[config.mk]
export PLATFORM = sky130hd
export DESIGN_NAME = rtc_timekeeper
export DESIGN_NICKNAME = d
export VERILOG_FILES = /design/src/rtl/rtc_pkg.sv /design/src/rtl/rtc_prescaler.sv /design/src/rtl/rtc_alarm_cmp.sv /design/src/rtl/rtc_status.sv /design/src/rtl/rtc_timekeeper.sv
export SDC_FILE = /design/constraint.sdc
export NUM_CORES = 1
export LEC_CHECK = 0
export ABC_AREA = 0
export BUFFER_PORTS_ARGS = -buffer_cell sky130_fd_sc_hd__buf_4
export CAP_MARGIN = 25
export CORE_UTILIZATION = 34
export DETAILED_ROUTE_END_ITERATION = 10
export GPL_TIMING_DRIVEN = 0
export SLEW_MARGIN = 0
export SYNTH_ARGS = -nofsm -noshare
export SYNTH_HDL_FRONTEND = slang
export SYNTH_HIERARCHICAL = 1
export SYNTH_SLANG_ARGS = --single-unit
[constraint.sdc]
create_clock -name clk -period 5.53 [get_ports clk]
set_input_delay 1.106 -clock clk [delete_from_list [all_inputs] [get_ports clk]]
set_output_delay 1.106 -clock clk [all_outputs]
set_load 0.03 [all_outputs]
[src/rtl/rtc_pkg.sv]
package rtc_pkg;
  // Register byte offsets (software visible)
  localparam logic [7:0] OFF_COUNT  = 8'h00;
  localparam logic [7:0] OFF_ALARM0 = 8'h04;
  localparam logic [7:0] OFF_STATUS = 8'h08;
  localparam logic [7:0] OFF_DIVIDE = 8'h0C;
  localparam logic [7:0] OFF_ALARM1 = 8'h18;
  localparam logic [7:0] OFF_CLKSEL = 8'h1C;
  localparam logic [7:0] OFF_SCRTCH = 8'h40;

  // Clock select code that lets the divider run
  localparam logic [1:0] CLKSEL_REF = 2'b11;

  // Status word bit positions
  localparam int ST_EV_ALM0 = 0;
  localparam int ST_EV_TICK = 1;
  localparam int ST_EN_ALM0 = 2;
  localparam int ST_EN_TICK = 3;
  localparam int ST_EV_ALM1 = 4;
  localparam int ST_EN_ALM1 = 6;

  // Internal event slot order used by the status block
  localparam int SLOT_ALM0 = 0;
  localparam int SLOT_TICK = 1;
  localparam int SLOT_ALM1 = 2;
  localparam int NUM_SLOTS = 3;
endpackage

[src/rtl/rtc_prescaler.sv]
module rtc_prescaler #(
  parameter int DIV_W = 16
) (
  input  logic             clk,
  input  logic             rst_n,
  input  logic             run,
  input  logic             restart,
  input  logic             ref_pulse,
  input  logic [DIV_W-1:0] div_val,
  output logic             tick
);
  localparam int PRE_W = DIV_W + 1;

  // Last phase index of a period of 2*(div+1) pulses
  function automatic logic [PRE_W-1:0] period_last(input logic [DIV_W-1:0] d);
    return {d, 1'b1};
  endfunction

  logic [PRE_W-1:0] phase_q;
  logic             at_last;

  assign at_last = (phase_q == period_last(div_val));
  assign tick    = run && ref_pulse && at_last && !restart;

  always_ff @(posedge clk) begin
    if (!rst_n)
      phase_q <= '0;
    else if (restart)
      phase_q <= '0;
    else if (run && ref_pulse)
      phase_q <= at_last ? '0 : phase_q + 1'b1;
  end

  // A period holds at least two pulses, so ticks never fall on back-to-back cycles
  AST_TICK_SPACED: assert property (@(posedge clk) disable iff (!rst_n)
    tick |=> !tick);
endmodule

[src/rtl/rtc_alarm_cmp.sv]
module rtc_alarm_cmp #(
  parameter int CNT_W = 32
) (
  input  logic [CNT_W-1:0] count_q,
  input  logic [CNT_W-1:0] alarm_q,
  input  logic             armed,
  input  logic             tick,
  input  logic             load,
  output logic             hit
);
  function automatic logic [CNT_W-1:0] stepped(input logic [CNT_W-1:0] c);
    return c + 1'b1;
  endfunction

  // Fires on the tick that moves the counter onto the alarm value
  assign hit = armed && tick && !load && (stepped(count_q) == alarm_q);
endmodule

[src/rtl/rtc_status.sv]
module rtc_status
  import rtc_pkg::*;
(
  input  logic                 clk,
  input  logic                 rst_n,
  input  logic [NUM_SLOTS-1:0] ev_set,
  input  logic                 wr,
  input  logic [NUM_SLOTS-1:0] ev_clr,
  input  logic [NUM_SLOTS-1:0] en_new,
  output logic [NUM_SLOTS-1:0] ev_q,
  output logic [NUM_SLOTS-1:0] en_q,
  output logic                 irq
);
  logic [NUM_SLOTS-1:0] clr_mask;
  assign clr_mask = wr ? ev_clr : '0;

  always_ff @(posedge clk) begin
    if (!rst_n) begin
      ev_q <= '0;
      en_q <= '0;
    end else begin
      ev_q <= ev_set | (ev_q & ~clr_mask);
      if (wr) en_q <= en_new;
    end
  end

  assign irq = |(ev_q & en_q);

  AST_ALM0_NEEDS_EN: assert property (@(posedge clk) disable iff (!rst_n)
    $rose(ev_q[SLOT_ALM0]) |-> $past(en_q[SLOT_ALM0]));
  AST_ALM1_NEEDS_EN: assert property (@(posedge clk) disable iff (!rst_n)
    $rose(ev_q[SLOT_ALM1]) |-> $past(en_q[SLOT_ALM1]));
  AST_SET_BEATS_CLEAR: assert property (@(posedge clk) disable iff (!rst_n)
    ev_set[SLOT_TICK] |=> ev_q[SLOT_TICK]);
  AST_CLEAR_WORKS: assert property (@(posedge clk) disable iff (!rst_n)
    (wr && ev_clr[SLOT_ALM0] && !ev_set[SLOT_ALM0]) |=> !ev_q[SLOT_ALM0]);
  AST_IRQ_QUIET: assert property (@(posedge clk) disable iff (!rst_n)
    (ev_q == '0) |-> !irq);
endmodule

[src/rtl/rtc_timekeeper.sv]
module rtc_timekeeper
  import rtc_pkg::*;
#(
  parameter int CNT_W  = 32,
  parameter int DIV_W  = 16,
  parameter int ADDR_W = 8
) (
  input  logic              clk,
  input  logic              rst_n,
  input  logic              ref_pulse,
  input  logic              bus_sel,
  input  logic              bus_wr,
  input  logic [ADDR_W-1:0] bus_addr,
  input  logic [CNT_W-1:0]  bus_wdata,
  output logic [CNT_W-1:0]  bus_rdata,
  output logic              irq
);
  localparam int NUM_ALARMS = 2;
  localparam logic [7:0] ALARM_OFF [NUM_ALARMS] = '{OFF_ALARM0, OFF_ALARM1};
  localparam int ALARM_SLOT [NUM_ALARMS] = '{SLOT_ALM0, SLOT_ALM1};

  function automatic logic at_off(input logic [ADDR_W-1:0] a, input logic [7:0] off);
    return a == ADDR_W'(off);
  endfunction

  // ---------------- bus decode ----------------
  logic wr_acc, rd_acc;
  logic wr_count, wr_status, wr_divide, wr_clksel, wr_scratch;
  assign wr_acc     = bus_sel && bus_wr;
  assign rd_acc     = bus_sel && !bus_wr;
  assign wr_count   = wr_acc && at_off(bus_addr, OFF_COUNT);
  assign wr_status  = wr_acc && at_off(bus_addr, OFF_STATUS);
  assign wr_divide  = wr_acc && at_off(bus_addr, OFF_DIVIDE);
  assign wr_clksel  = wr_acc && at_off(bus_addr, OFF_CLKSEL);
  assign wr_scratch = wr_acc && at_off(bus_addr, OFF_SCRTCH);

  // ---------------- configuration registers ----------------
  logic [DIV_W-1:0] divide_q;
  logic [1:0]       clksel_q;
  logic [CNT_W-1:0] scratch_q;

  always_ff @(posedge clk) begin
    if (!rst_n) begin
      divide_q  <= '0;
      clksel_q  <= '0;
      scratch_q <= '0;
    end else begin
      if (wr_divide)  divide_q  <= bus_wdata[DIV_W-1:0];
      if (wr_clksel)  clksel_q  <= bus_wdata[1:0];
      if (wr_scratch) scratch_q <= bus_wdata;
    end
  end

  // ---------------- tick generation ----------------
  logic tick;
  logic div_run;
  logic phase_restart;
  assign div_run       = (clksel_q == CLKSEL_REF);
  assign phase_restart = wr_count || wr_divide;

  rtc_prescaler #(.DIV_W(DIV_W)) u_prescaler (
    .clk       (clk),
    .rst_n     (rst_n),
    .run       (div_run),
    .restart   (phase_restart),
    .ref_pulse (ref_pulse),
    .div_val   (divide_q),
    .tick      (tick)
  );

  // ---------------- counter ----------------
  logic [CNT_W-1:0] count_q;
  always_ff @(posedge clk) begin
    if (!rst_n)        count_q <= '0;
    else if (wr_count) count_q <= bus_wdata;
    else if (tick)     count_q <= count_q + 1'b1;
  end

  // ---------------- status ----------------
  logic [NUM_SLOTS-1:0] ev_set, ev_clr, en_new, ev_q, en_q;
  logic [NUM_ALARMS-1:0] alarm_hit;
  logic [CNT_W-1:0] alarm_q [NUM_ALARMS];

  always_comb begin
    ev_set            = '0;
    ev_set[SLOT_TICK] = tick && !wr_count;
    for (int i = 0; i < NUM_ALARMS; i++)
      ev_set[ALARM_SLOT[i]] = alarm_hit[i];
    ev_clr            = '0;
    ev_clr[SLOT_ALM0] = bus_wdata[ST_EV_ALM0];
    ev_clr[SLOT_TICK] = bus_wdata[ST_EV_TICK];
    ev_clr[SLOT_ALM1] = bus_wdata[ST_EV_ALM1];
    en_new            = '0;
    en_new[SLOT_ALM0] = bus_wdata[ST_EN_ALM0];
    en_new[SLOT_TICK] = bus_wdata[ST_EN_TICK];
    en_new[SLOT_ALM1] = bus_wdata[ST_EN_ALM1];
  end

  // ---------------- alarms ----------------
  for (genvar g = 0; g < NUM_ALARMS; g++) begin : g_alarm
    logic wr_alarm;
    assign wr_alarm = wr_acc && at_off(bus_addr, ALARM_OFF[g]);

    always_ff @(posedge clk) begin
      if (!rst_n)        alarm_q[g] <= '0;
      else if (wr_alarm) alarm_q[g] <= bus_wdata;
    end

    rtc_alarm_cmp #(.CNT_W(CNT_W)) u_cmp (
      .count_q (count_q),
      .alarm_q (alarm_q[g]),
      .armed   (en_q[ALARM_SLOT[g]]),
      .tick    (tick),
      .load    (wr_count),
      .hit     (alarm_hit[g])
    );

    AST_HIT_LANDS: assert property (@(posedge clk) disable iff (!rst_n)
      alarm_hit[g] |=> (count_q == alarm_q[g]));
  end

  rtc_status u_status (
    .clk    (clk),
    .rst_n  (rst_n),
    .ev_set (ev_set),
    .wr     (wr_status),
    .ev_clr (ev_clr),
    .en_new (en_new),
    .ev_q   (ev_q),
    .en_q   (en_q),
    .irq    (irq)
  );

  // ---------------- read path ----------------
  logic [CNT_W-1:0] status_word;
  logic [CNT_W-1:0] rd_word;

  always_comb begin
    status_word             = '0;
    status_word[ST_EV_ALM0] = ev_q[SLOT_ALM0];
    status_word[ST_EV_TICK] = ev_q[SLOT_TICK];
    status_word[ST_EN_ALM0] = en_q[SLOT_ALM0];
    status_word[ST_EN_TICK] = en_q[SLOT_TICK];
    status_word[ST_EV_ALM1] = ev_q[SLOT_ALM1];
    status_word[ST_EN_ALM1] = en_q[SLOT_ALM1];
  end

  always_comb begin
    rd_word = '0;
    if (at_off(bus_addr, OFF_COUNT))       rd_word = count_q;
    else if (at_off(bus_addr, OFF_ALARM0)) rd_word = alarm_q[0];
    else if (at_off(bus_addr, OFF_STATUS)) rd_word = status_word;
    else if (at_off(bus_addr, OFF_DIVIDE)) rd_word = CNT_W'(divide_q);
    else if (at_off(bus_addr, OFF_ALARM1)) rd_word = alarm_q[1];
    else if (at_off(bus_addr, OFF_CLKSEL)) rd_word = CNT_W'(clksel_q);
    else if (at_off(bus_addr, OFF_SCRTCH)) rd_word = scratch_q;
  end

  always_ff @(posedge clk) begin
    if (!rst_n)      bus_rdata <= '0;
    else if (rd_acc) bus_rdata <= rd_word;
  end

  AST_COUNT_STEP: assert property (@(posedge clk) disable iff (!rst_n)
    (tick && !wr_count) |=> (count_q == $past(count_q) + 1'b1));
  AST_COUNT_LOAD: assert property (@(posedge clk) disable iff (!rst_n)
    wr_count |=> (count_q == $past(bus_wdata)));
  AST_COUNT_IDLE: assert property (@(posedge clk) disable iff (!rst_n)
    (!tick && !wr_count) |=> $stable(count_q));
  AST_SCRATCH_KEEP: assert property (@(posedge clk) disable iff (!rst_n)
    !wr_scratch |=> $stable(scratch_q));
  AST_RDATA_HOLD: assert property (@(posedge clk) disable iff (!rst_n)
    !rd_acc |=> $stable(bus_rdata));
endmodule

* After elaboration in Yosys (flattened, before gate mapping)
Memory sizes are Yosys's and may differ from the RTL's. Cells that the tools add are included.
Storage, ports and cells: bits in registers 137, memories kept 1, logic and storage cells 75, RAM bits 64, output and inout port bits 33, bits in read-only memories 0, latch bits 0
Operators by class: shifts and indexed selects 0, add/subtract/negate cells 2, eq/ne operators 10, bitwise gates (word level) 7, div/mod/pow operators 0, $mul 0, muxes and demuxes 20, reductions and logical operators 27, $lt $le $gt $ge 0
Memories:
- alarm_q | words 2, width 32, read ports 2, clocked after Yosys merged registers in 0, wr ports 2, RTL line rtc_timekeeper.sv:82 | logic [CNT_W-1:0] alarm_q [NUM_ALARMS];
Operator list (count):
- 32-bit two-way mux | 11
- 32-bit equality test | 2
- 32-bit by 1-bit adder with 32-bit output, second input constant | 1
- 1-bit logical AND | 19
- 17-bit by 1-bit adder with 17-bit output, second input constant | 1
- 17-bit equality test | 1
- 17-bit two-way mux | 1
- 8-bit by 4-bit equality test with 1-bit output, second input constant | 2
- 8-bit by 5-bit equality test with 1-bit output, second input constant | 2
- 8-bit by 3-bit equality test with 1-bit output, second input constant | 1
- 8-bit by 7-bit equality test with 1-bit output, second input constant | 1
- 8-bit zero test | 1
- 1-bit two-way mux | 7
- 3-bit AND | 2
- 1-bit zero test | 3
- 3-bit two-way mux | 1
- 3-bit NOT | 1
- 3-bit bitwise OR | 1
- 3-bit OR reduction | 1
- 2-bit equality test, second input constant | 1
- 1-bit bitwise OR | 2
- 2-bit nonzero test | 1
- 2-bit OR reduction | 1
- 1-bit logical OR | 1
- 1-bit NOT | 1

* Longest topological paths before layout
word-level depth 9, gate-level depth with buffers 15

* Modules after synthesis
The synthesis kept the hierarchy.
By module, submodules not included:
- rtc_timekeeper | area each 8239.2 um^2, times used 1, sequential area each 4204.0 um^2, cells an instance 872
- rtc_alarm_cmp | area each 1134.8 um^2, times used 2, sequential area each 0.0 um^2, cells an instance 154
- rtc_prescaler | area each 984.7 um^2, times used 1, sequential area each 340.3 um^2, cells an instance 110
- rtc_status | area each 235.2 um^2, times used 1, sequential area each 120.1 um^2, cells an instance 24

* Worst setup path after synthesis
Ideal clock, no wire load.
path type in2reg, from input port bus_addr[5], to memory alarm_q[0][0], enable pin, data arrival time 4549 ps, path slack 512 ps, cell stages on the path 4, buffers on the path 1, cells stage by stage or4_4 or3_1 buf_6 o31ai_1
RTL lines:
- from (decl) | RTL line rtc_timekeeper.sv:13 | input logic [ADDR_W-1:0] bus_addr,
- to (decl) | RTL line rtc_timekeeper.sv:82

* Final worst setup path
from input port bus_sel, to register u_status.ev_q[0]
On the way: cells in the longest elaborated chain, start to end 9, elaborated cells on any way between the ends 15, classes of those cells 1 x mux; 3 x bitwise; 11 x reduce/logical
RTL lines:
- from (decl) | RTL line rtc_timekeeper.sv:11 | input logic bus_sel,
- 1-bit logical AND * | RTL line rtc_timekeeper.sv:29 | assign wr_acc = bus_sel && bus_wr;
- 1-bit logical AND (on tied branches) | RTL line rtc_timekeeper.sv:31, rtc_timekeeper.sv:33
- 1-bit logical OR * | RTL line rtc_timekeeper.sv:59 | assign phase_restart = wr_count || wr_divide;
- net phase_restart | RTL line rtc_timekeeper.sv:57 | logic phase_restart;
- 1-bit zero test * | RTL line rtc_prescaler.sv:23 | assign tick = run && ref_pulse && at_last && !restart;
- 1-bit logical AND * | RTL line rtc_prescaler.sv:23
- net tick | RTL line rtc_timekeeper.sv:55 | logic tick;
- 1-bit logical AND * (3 in series) | RTL line rtc_alarm_cmp.sv:16 | assign hit = armed && tick && !load && (stepped(count_q) == alarm_q);
- net alarm_hit[0] | RTL line rtc_timekeeper.sv:81 | logic [NUM_ALARMS-1:0] alarm_hit;
- 3-bit bitwise OR * | RTL line rtc_status.sv:22 | ev_q <= ev_set | (ev_q & ~clr_mask);
- to (signal assigned) | RTL line rtc_status.sv:22
- to (decl) | RTL line rtc_status.sv:10 | output logic [NUM_SLOTS-1:0] ev_q,
The timed path passes the listed nets; every way through them passes the cells marked *. A chain may end at the register's enable or synchronous reset.

==> impl_results.md <==
* Outcome: complete, no violations
* Worst-case clock buffer depth at 3
* Initial antenna violation count at 1
* Vias at 10.58k
* Die footprint at 35240 um2
* Max VDD drop at 248.7 uV
* Final count of hold timing violations at 0
* Pre-CTS WS at 0.1050 ns
* Synth cell types at 67
* CP cell instances: buf_4, and2_1, clkbuf_1, nand3_1, clkbuf_1, clkbuf_1, nand2_1, nor2_1, nand2_1, nor3_1, nand3_1, nor4_1, nand4b_1, nor4_2, o21ai_0, a31oi_1
* Tcrit/Tclk final at 91.85%
* Hold WC Path Type: reg2reg
* Layout Skew at 0.009911 ns
* Post-Syn Instances at 1314
* P_sw at 846.4 uW
* Arrival @ worst endpoint at 5.53 ns
* Setup TNS at 0 ns
* Clock transition at path regs at 0.06 ns
* Post-CTS Setup Bufs at 0
* GRT Overall Usage at 22.05%
* Hold path cells at 2
* Clock power share at 43.8%
* Row cnt at 67
* Placed cells at 1842
* WHS at 0.4636 ns
* Root Buffer: clkbuf_16
* WP depth at 16
* Worst Hold End: scratch_q[5]
* Leading area contributor after synthesis: dfxtp_1
* Routed wire length at 39650 um
* Global-route wire length before repair at 60320 um
* Vias per inst at 5.619
* WP buf/inv at 4
* Die Wd at 187.7 um
* Slowest CP cell: clkbuf_1
* Worst-Skew Late Latency at 0.53 ns
* PnR worst setup slack at 0.4508 ns
* Io pins at 78
* Asr flop ratio synth at 0%
* CP required at 5.98 ns
* CTS tree: built
* Most common cell in the synthesized netlist: nand2_1
* Synth area leaders: dfxtp_1, edfxtp_1, xor2_1
* Fin cells at 1883
* # hold bufs at CTS at 0
* Crit path kind: in2reg
* Worst r2r src: count_q[0]
* Gpl congestion at 0.9376
* Ys flop type: dfxtp_1
* Mapped Area at 11730 um2
* Synth top area share at 23.38%
* HP Start: scratch_q[5]
* Mapped Nets at 1363
* FF-to-FF path depth at 9
* Synth top cells by count: nand2_1, dfxtp_1, xor2_1
* Pwr dens at 243.0 nW/um2
* Total power draw at 3.310 mW
* Endpoint type of the worst setup path: flip-flop
* Routed WL per cell at 21.05 um
* Fill cells at 3419
* Worst slew pin tran at 0.9440 ns
* Setup repair after global routing missed its margin: false
* DRT Pass-1 Iters at 5
* Final nets at 1468
* CP startpoint kind: primary input
* H-tree levels at 1
* CP max stage delay at 0.58 ns
* Clock sinks at 201
* Leak at 4.827 nW
* Net Sw Frac at 25.57%
* Worst slew margin at 36.54%
* Register area share after synthesis at 39.77%
* CTS buffer count at 23
* Inserted Diodes at 0
* Mean Syn Cell Area at 8.926 um2
* Initial Utilization at 34.80%
* Minimum clock period at 5.079 ns
* Yosys reg bits at 201
* Largest net degree at the start of global routing at 22
* Placed Area at 12930 um2
* First DRT Iteration DRCs at 941
* Overflow after GRT at 0
* Vias in the first global route at 9955
* Fraction of layout cells with a size suffix above 1 at 12.40%
* Final Util at 40.42%
* Critical R2R Capture: u_status/ev_q[2]
* CP max FO at 10
* Final Cell Area at 13620 um2
* Register share of total power at 47.9%
* Final slew viol count at 0
* Final number of setup-violating endpoints at 0
* Fmax at 196.9 MHz
* P_int at 2.463 mW
* PortBufs at 77
* Routed Antenna Nets at 0
* Area growth syn-to-layout at 16.13%
* Die Y-Extent at 187.7 um
* Logic pwr share at 8.2%
* Post-DP HPWL at 29110 um
* Delay-heaviest family, CP: simple AND/OR/NAND/NOR gates
* Warnings from Yosys at 6
* Reg-to-reg setup timing slack at 1.20 ns
* CTS resizes at 0
* Max-cap violation count at 0
* Post-synth EDFFs at 64
* Most used cell along the critical path: clkbuf_1
* Core area at 33700 um2
* Residual DRC at 0
## layer usage
| metal | track usage [%] | vias up | wire, um |
|---|---|---|---|
| met5 | 0 | - | 0 |
| met4 | 6.004 | 0 | 1122 |
| met3 | 2.583 | 76 | 2824 |
| met2 | 35.57 | 411 | 17850 |
| met1 | 31.00 | 5146 | 17850 |
| li1 | - | 4947 | - |
## worst max path at each step
stage                      from          endpoint  slack [ns]
floorplan           bus_addr[5]     alarm_q[0][0]        0.51
global placement    bus_addr[5]    alarm_q[0][17]       -1.36
detailed placement      bus_sel  u_status/ev_q[0]        0.11
CTS                     bus_sel  u_status/ev_q[0]        0.63
global route            bus_sel  u_status/ev_q[0]        0.33
finish                  bus_sel  u_status/ev_q[0]        0.45
## registers in the layout, indices dropped and copies added (netlist names), 3 cells and up
name,count
alarm_q,64
bus_rdata,32
count_q,32
divide_q,16
scratch_q,32
u_prescaler/phase_q,17
u_status/en_q,3
u_status/ev_q,3
## cell families after synthesis
family | count (synthesis) | synth area share [%]
XOR/XNOR | 155 | 11.64
flip-flops | 201 | 39.77
AO/OA/AOI/OAI | 272 | 15.76
multiplexers | 34 | 2.944
buffers and inverters | 93 | 3.712
AND/OR/NAND/NOR | 555 | 25.75
adder cells (fa/ha/maj) | 4 | 0.4267
## power by group through the flow
stage               sequential [mW]  combinational (mW)  clock (mW)
finish                         1.59               0.272        1.45
CTS                            1.59               0.271        1.46
global placement               1.62               0.263           0
global route                   1.59               0.290        1.52
detailed placement             1.62               0.269           0
floorplan                      1.63               0.122           0
## worst reg2reg max path, delay by kind of cell (launching register included)
family	cells	cell delay, ns
AND/OR/NAND/NOR	5	2.58
flip-flops	1	0.80
AO/OA/AOI/OAI	3	0.50
adder cells (fa/ha/maj)	1	0.39
## layout make-up
type / instances / area, um2 / share of cell area (%)
Clock inverter: 15 / 100.1 / 0.7349
Tap cell: 448 / 560.5 / 4.115
Buffer: 72 / 356.6 / 2.618
Sequential cell: 201 / 4664 / 34.25
Timing Repair Buffer: 80 / 628.1 / 4.611
Inverter: 21 / 78.83 / 0.5787
Clock buffer: 26 / 586.8 / 4.308
Multi-Input combinational cell: 1020 / 6645 / 48.79
## placed cells by master (no fill, tap or decap), drive strengths merged, types with 19 or more instances in the layout
master  netlist  final
inv          21     21
and2         79     79
nand3        47     47
dfxtp       137    137
o21ai        78     78
clkbuf       53     79
nand2       181    181
xnor2        58     58
nand2b       23     23
mux2i        30     30
a21oi        45     45
nor2         62     62
a221oi       22     22
nand4        36     36
buf          19     99
a21boi       48     48
nor4         24     24
a211oi       19     19
xor2         97     97
edfxtp       64     64
nor3         33     33
No activity file was read; power rests on OpenSTA's default activity.
